==> src/rtl/trace_pkg.sv <==
package trace_pkg;

  typedef enum logic [2:0] {
    EV_CONT   = 3'd0,
    EV_INSN   = 3'd1,
    EV_USER   = 3'd2,
    EV_WRITE  = 3'd3,
    EV_BRANCH = 3'd4,
    EV_RTE    = 3'd5
  } ev_kind_e;

  localparam logic [3:0] ST_CONT      = 4'h0;
  localparam logic [3:0] ST_INSN      = 4'h1;
  localparam logic [3:0] ST_USER      = 4'h3;
  localparam logic [3:0] ST_WRITE     = 4'h4;
  localparam logic [3:0] ST_BRANCH    = 4'h5;
  localparam logic [3:0] ST_RTE       = 4'h7;
  localparam logic [3:0] ST_MARK_BASE = 4'h8;

endpackage

==> src/rtl/trace_capture.sv <==
module trace_capture
  import trace_pkg::*;
#(
  parameter int DW = 32
) (
  input  logic [2:0]    ev_kind,
  input  logic          ev_capture,
  input  logic [1:0]    ev_size,
  input  logic [DW-1:0] ev_value,
  input  logic [1:0]    br_bytes,
  input  logic          stall,
  output logic          ev_live,
  output logic [3:0]    ev_code,
  output logic          push,
  output logic [DW-1:0] push_value,
  output logic [1:0]    push_sz
);

  logic [1:0] br_sz;

  // branch setting 1 -> 1 byte, 2 -> 2 bytes, 3 -> 4 bytes
  assign br_sz      = (br_bytes == 2'd3) ? 2'd3 : (br_bytes - 2'd1);
  assign push_value = ev_value;

  always_comb begin
    ev_live = 1'b0;
    ev_code = ST_CONT;
    push    = 1'b0;
    push_sz = ev_size;
    if (!stall) begin
      case (ev_kind_e'(ev_kind))
        EV_INSN: begin
          ev_live = 1'b1;
          ev_code = ST_INSN;
        end
        EV_USER: begin
          ev_live = 1'b1;
          ev_code = ST_USER;
        end
        EV_WRITE: begin
          ev_live = 1'b1;
          ev_code = ST_WRITE;
          push    = ev_capture;
          push_sz = ev_size;
        end
        EV_BRANCH: begin
          ev_live = 1'b1;
          ev_code = ST_BRANCH;
          push    = ev_capture && (br_bytes != 2'd0);
          push_sz = br_sz;
        end
        EV_RTE: begin
          ev_live = 1'b1;
          ev_code = ST_RTE;
        end
        default: begin
          ev_live = 1'b0;
          ev_code = ST_CONT;
        end
      endcase
    end
  end

endmodule

==> src/rtl/trace_fifo.sv <==
module trace_fifo #(
  parameter int DW    = 32,
  parameter int DEPTH = 2
) (
  input  logic                       clk,
  input  logic                       arst_n,
  input  logic                       push,
  input  logic [DW-1:0]              push_value,
  input  logic [1:0]                 push_sz,
  input  logic                       pop,
  output logic                       head_valid,
  output logic [DW-1:0]              head_value,
  output logic [1:0]                 head_sz,
  output logic                       full,
  output logic [$clog2(DEPTH+1)-1:0] count
);

  localparam int PW = (DEPTH > 1) ? $clog2(DEPTH) : 1;
  localparam int CW = $clog2(DEPTH+1);

  logic [DW-1:0] val_q [DEPTH];
  logic [1:0]    sz_q  [DEPTH];
  logic [PW-1:0] wr_ptr_q, wr_ptr_d;
  logic [PW-1:0] rd_ptr_q, rd_ptr_d;
  logic [CW-1:0] cnt_q, cnt_d;

  for (genvar i = 0; i < DEPTH; i++) begin : g_entry
    logic wr_en;
    assign wr_en = push && (wr_ptr_q == PW'(i));
    always_ff @(posedge clk or negedge arst_n) begin
      if (!arst_n) begin
        val_q[i] <= '0;
        sz_q[i]  <= '0;
      end else if (wr_en) begin
        val_q[i] <= push_value;
        sz_q[i]  <= push_sz;
      end
    end
  end

  always_comb begin
    wr_ptr_d = wr_ptr_q;
    rd_ptr_d = rd_ptr_q;
    cnt_d    = cnt_q;
    if (push) begin
      wr_ptr_d = (wr_ptr_q == PW'(DEPTH-1)) ? '0 : wr_ptr_q + PW'(1);
    end
    if (pop) begin
      rd_ptr_d = (rd_ptr_q == PW'(DEPTH-1)) ? '0 : rd_ptr_q + PW'(1);
    end
    if (push && !pop) begin
      cnt_d = cnt_q + CW'(1);
    end else if (pop && !push) begin
      cnt_d = cnt_q - CW'(1);
    end
  end

  always_ff @(posedge clk or negedge arst_n) begin
    if (!arst_n) begin
      wr_ptr_q <= '0;
      rd_ptr_q <= '0;
      cnt_q    <= '0;
    end else begin
      wr_ptr_q <= wr_ptr_d;
      rd_ptr_q <= rd_ptr_d;
      cnt_q    <= cnt_d;
    end
  end

  assign head_valid = (cnt_q != '0);
  assign head_value = val_q[rd_ptr_q];
  assign head_sz    = sz_q[rd_ptr_q];
  assign full       = (cnt_q == CW'(DEPTH));
  assign count      = cnt_q;

endmodule

==> src/rtl/trace_drain.sv <==
module trace_drain
  import trace_pkg::*;
#(
  parameter int DW = 32
) (
  input  logic          clk,
  input  logic          arst_n,
  input  logic          head_valid,
  input  logic [DW-1:0] head_value,
  input  logic [1:0]    head_sz,
  input  logic          ev_live,
  input  logic [3:0]    ev_code,
  output logic [3:0]    status_q,
  output logic [3:0]    data_q,
  output logic          pop,
  output logic          busy
);

  localparam int NW = $clog2(DW/4);

  logic          busy_q, busy_d;
  logic [NW-1:0] idx_q, idx_d;
  logic [NW-1:0] last_idx;
  logic          marker_go;
  logic [3:0]    status_d;
  logic [3:0]    data_d;
  logic [3:0]    cur_nib;

  assign last_idx = NW'({head_sz, 1'b1});
  assign cur_nib  = head_value[{idx_q, 2'b00} +: 4];

  always_comb begin
    marker_go = !ev_live && head_valid && !busy_q;
    pop       = busy_q && (idx_q == last_idx);
    if (ev_live) begin
      status_d = ev_code;
    end else if (marker_go) begin
      status_d = ST_MARK_BASE | {2'b00, head_sz};
    end else begin
      status_d = ST_CONT;
    end
    data_d = busy_q ? cur_nib : 4'h0;
    busy_d = busy_q;
    idx_d  = idx_q;
    if (marker_go) begin
      busy_d = 1'b1;
      idx_d  = '0;
    end else if (pop) begin
      busy_d = 1'b0;
    end else if (busy_q) begin
      idx_d = idx_q + NW'(1);
    end
  end

  always_ff @(posedge clk or negedge arst_n) begin
    if (!arst_n) begin
      busy_q   <= 1'b0;
      idx_q    <= '0;
      status_q <= ST_CONT;
      data_q   <= 4'h0;
    end else begin
      busy_q   <= busy_d;
      idx_q    <= idx_d;
      status_q <= status_d;
      data_q   <= data_d;
    end
  end

  assign busy = busy_q;

endmodule

==> src/rtl/trace_nibble_port.sv <==
module trace_nibble_port #(
  parameter int DW    = 32,
  parameter int DEPTH = 2
) (
  input  logic          clk,
  input  logic          rst_n,
  input  logic [2:0]    ev_kind,
  input  logic          ev_capture,
  input  logic [1:0]    ev_size,
  input  logic [DW-1:0] ev_value,
  input  logic [1:0]    br_addr_bytes,
  output logic [3:0]    trc_status,
  output logic [3:0]    trc_data,
  output logic          core_stall
);

  localparam int CW = $clog2(DEPTH+1);

  logic [1:0]    rst_pipe_q;
  logic          rst_sync_n;
  logic          ev_live;
  logic [3:0]    ev_code;
  logic          push;
  logic [DW-1:0] push_value;
  logic [1:0]    push_sz;
  logic          pop;
  logic          head_valid;
  logic [DW-1:0] head_value;
  logic [1:0]    head_sz;
  logic          full;
  logic [CW-1:0] fifo_count;
  logic          drain_busy;

  always_ff @(posedge clk or negedge rst_n) begin
    if (!rst_n) begin
      rst_pipe_q <= 2'b00;
    end else begin
      rst_pipe_q <= {rst_pipe_q[0], 1'b1};
    end
  end
  assign rst_sync_n = rst_pipe_q[1];

  trace_capture #(.DW(DW)) u_capture (
    .ev_kind    (ev_kind),
    .ev_capture (ev_capture),
    .ev_size    (ev_size),
    .ev_value   (ev_value),
    .br_bytes   (br_addr_bytes),
    .stall      (full),
    .ev_live    (ev_live),
    .ev_code    (ev_code),
    .push       (push),
    .push_value (push_value),
    .push_sz    (push_sz)
  );

  trace_fifo #(.DW(DW), .DEPTH(DEPTH)) u_fifo (
    .clk        (clk),
    .arst_n     (rst_sync_n),
    .push       (push),
    .push_value (push_value),
    .push_sz    (push_sz),
    .pop        (pop),
    .head_valid (head_valid),
    .head_value (head_value),
    .head_sz    (head_sz),
    .full       (full),
    .count      (fifo_count)
  );

  trace_drain #(.DW(DW)) u_drain (
    .clk        (clk),
    .arst_n     (rst_sync_n),
    .head_valid (head_valid),
    .head_value (head_value),
    .head_sz    (head_sz),
    .ev_live    (ev_live),
    .ev_code    (ev_code),
    .status_q   (trc_status),
    .data_q     (trc_data),
    .pop        (pop),
    .busy       (drain_busy)
  );

  assign core_stall = full;

endmodule

==> config.mk <==
export PLATFORM = sky130hd
export DESIGN_NAME = trace_nibble_port
export DESIGN_NICKNAME = d
export VERILOG_FILES = /design/src/rtl/trace_pkg.sv /design/src/rtl/trace_capture.sv /design/src/rtl/trace_fifo.sv /design/src/rtl/trace_drain.sv /design/src/rtl/trace_nibble_port.sv
export SDC_FILE = /design/constraint.sdc
export NUM_CORES = 1
export LEC_CHECK = 0
export ABC_AREA = 1
export BUFFER_PORTS_ARGS = -buffer_cell sky130_fd_sc_hd__buf_4
export CAP_MARGIN = 15
export CORE_MARGIN = 2
export CORE_UTILIZATION = 35
export DETAILED_ROUTE_END_ITERATION = 8
export PLACE_DENSITY_LB_ADDON = 0.12
export REMOVE_ABC_BUFFERS = 1
export SYNTH_ARGS = -nofsm -noshare
export SYNTH_HDL_FRONTEND = slang
export SYNTH_HIERARCHICAL = 1
export SYNTH_SLANG_ARGS = --single-unit
==> constraint.sdc <==
create_clock -name clk -period 2.5 [get_ports clk]
set_input_delay 0.5 -clock clk [delete_from_list [all_inputs] [get_ports clk]]
set_output_delay 0.5 -clock clk [all_outputs]
set_load 0.02 [all_outputs]
==> flow_summary.ini <==
[logic_synthesis]
synth_largest_area_cell = dfrtp_1
synth_seq_cells = 86
syn-cell-area_mm2 = 0.00445
synth_top_flop_cell = dfrtp_1
synth_compound_area_frac = 0.101
synth-adder-area-share = 0.0112
yosys-top-cells-area = dfrtp_1 48%, nand2_1 10%, mux2_2 8.6%
ys_seq_area_frac = 0.483
yosys_warnings = 6
synth_top_family_by_area = simple AND/OR/NAND/NOR gates
synth_async_sr_flop_share = 1.00
postSynthAreaPerCell_um2 = 8.50
synth.mux.area_fraction = 0.0860
ys_types = 26
yosys.area.top_type_share = 0.483
synth-simple-area-share = 0.163
postSynthCellCount = 524
synth_xor_area_frac = 0.00590
synth_edf_count = 0

[min_path]
hold_path_class = reg2async

[setup_path]
critPathLaunch = u_fifo/rd_ptr_q
path_buf_inv = 3
worstSetupPathType = reg2reg
crit_end = u_fifo/count[1]
start_kind = flop
crit_family = simple AND/OR/NAND/NOR gates
reg2reg_from = u_fifo/rd_ptr_q
cp.depth = 12
r2r_slack_ns = 0.46
cpPeakStageDelay_ns = 0.40
crit_fanout = 5
critPathCaptureType = flop
cp_slowest_cell = dfrtp_1
arrival_ns = 2.27
rr_worst_depth = 12
crit_required_ns = 2.73
worstPathCellList = mux2_2, inv_1, nand2_1, nand2_1, nand3_2, nor2_1, inv_1, ha_1, inv_1, nand3_1, nand2_1, nand2_1
cpMostUsedCell = nand2_1
rr_endpoint = u_fifo/count[1]

[global_routing]
overflow = 0
met3_usage = 0.0252
grt_use_met1 = 0.191
grt.busiest_layer = met2
grt_util_all_layers = 0.145
met2_usage = 0.230
grt_pass1_vias = 3129
grt_pass1_wl_mm = 15.2
antenna_found_initial = 0
grt_max_degree = 70

[floorplan]
die_w_um = 117
die_area_mm2 = 0.0136
coreArea_mm2 = 0.0125
die_h_um = 117
rows = 41
initial_core_util = 0.356
io-pin-count = 51

[final_layout]
area_growth_pct = 13.0
antenna_cells = 0
sequential_cell_area_mm2 = 0.00216
num-fill-cells = 1331
final_common_cell = nand2_1
multiInputGateArea_mm2 = 0.00165
nets = 581
final_cell_mix = 120 x nand2_1, 85 x dfrtp_1, 67 x inv_1
drive_above_1_share = 0.215

[pwr]
irDropWorstVdd_uv = 393
seqPwrFrac = 0.403
power.leakage_nw = 2.61
netSwitchingPower_mw = 2.13
combPwrFrac = 0.387
power_frac_clock = 0.209
p_int_mw = 3.82
power.density_mw_per_mm2 = 1180
swShare = 0.358

[sta]
fin_crit_ns = 2.04
finClkSkew_ns = 0.00513
final_max_slew_viol_count = 0
rsz0062_at_grt = no
setup_tns_ns = 0
hold-worst-slack_ns = 0.290
finalSetupViolCount = 0
hold_violations = 0
fin_crit_sh = 0.816
fmax_mhz = 490

[detailed_routing]
drtIter0Drc = 173
via_per_inst = 4.38
drtAntennaViolNets = 0
routed_wl_mm = 8.91
routedWlPerCell_um = 12.5
drt_first_pass_iters = 4
drc_errors = 0
vias = 3119

[clocking]
htree_levels = 3
cts_setup_buffers = 0
cts_resized = 0
cts.path.max_buffers = 2
clock_latency_ns = 0.34
clk_pin_slew_ns = 0.06
cts.sinks = 86
postCtsHoldBufs = 1
cts_tree = done
numCtsBuffers = 9
cts_root_buf = clkbuf_16

[job]
maxCapViolCount = 0

[status]
status = complete, no violations

[place]
numPortBuffers = 50
gp_congestion = 0.753
dp_hpwl_mm = 5.69
[state kept, by name, indices dropped and copies added, names as in the netlist]
name	cells
rst_pipe_q	2
u_drain/busy	1
u_drain/data_q	4
u_drain/idx_q	3
u_drain/status_q	4
u_fifo/count	2
u_fifo/rd_ptr_q	1
u_fifo/sz_q	4
u_fifo/val_q	64
u_fifo/wr_ptr_q	1
[cells by family (layout without fill, tap and decap cells)]
family / Yosys count / in the layout
AOI/OAI and AO/OA: 86 / 86
xor gates and xnor gates: 3 / 3
adders and majority gates: 4 / 4
buffers and inverters: 128 / 144
DFF: 86 / 86
muxes: 34 / 34
other: 2 / 2
and+or+nand+nor: 181 / 181
[worst min-delay path by stage]
stage / from / end / slack [ns] / depth (start not counted)
global placement: rst_n / rst_pipe_q[0] / 0.28 / 1
detailed placement: rst_n / rst_pipe_q[0] / 0.29 / 1
floorplan: rst_n / rst_pipe_q[0] / 0.20 / 0
finish: rst_pipe_q[1] / u_fifo/val_q[38] / 0.29 / 0
global route: rst_pipe_q[1] / u_fifo/val_q[38] / 0.34 / 0
CTS: rst_pipe_q[1] / u_fifo/val_q[38] / 0.32 / 0
[cell usage after synthesis, types with 2 or more instances]
cell type	instances
nand2_1	121
dfrtp_1	86
inv_1	67
o21ai_0	65
buf_4	34
mux2_2	34
nor2_1	34
nand3_1	18
buf_2	14
o21ai_1	10
a21oi_1	6
clkbuf_1	6
o21ai_2	5
buf_6	4
ha_1	4
nand4_1	3
conb_1	2
nand3b_1	2
xor2_1	2
[final cells by class]
cell class                      instances  area share
Clock buffer                           15      0.0532
Clock inverter                          1    0.000994
Inverter                               69      0.0517
Multi-Input combinational cell        310       0.327
Sequential cell                        86       0.428
Tap cell                              172      0.0428
Timing Repair Buffer                   59      0.0959
[worst register-to-register path: stages, from the launching register on]
cell	delay [ns]
dfrtp_1	0.40
mux2_2	0.36
inv_1	0.08
nand2_1	0.05
nand2_1	0.07
nand3_2	0.13
nor2_1	0.20
inv_1	0.08
ha_1	0.31
inv_1	0.09
nand3_1	0.08
nand2_1	0.06
nand2_1	0.04
[metrics by stage]
stage	total power, mW	setup slack [ns]	util	area (um2)	std cells
after floorplan	4.04	-0.156	-	4060	465
after global placement	4.70	0.444	0.380	4750	695
after detailed placement	4.75	0.373	0.380	4750	695
after CTS	6.04	0.426	0.402	5030	712
after global routing	6.52	0.258	0.402	5030	712
final	5.94	0.459	0.402	5030	712
[layer usage]
layer	wire length [um]	vias up
li1	-	1632
met1	4380	1432
met2	4090	45
met3	243	10
met4	186	0
met5	0	-
[power groups by stage]
stage | Clock (mW) | Combinational, mW | Sequential (mW)
2_1_floorplan | 0 | 1.55 | 2.49
3_3_place_gp | 0 | 2.30 | 2.40
6_report | 1.24 | 2.30 | 2.40
3_5_place_dp | 0 | 2.34 | 2.41
5_1_grt | 1.37 | 2.67 | 2.49
4_1_cts | 1.30 | 2.35 | 2.40
Note: power is estimated with default switching activity, not from simulation.
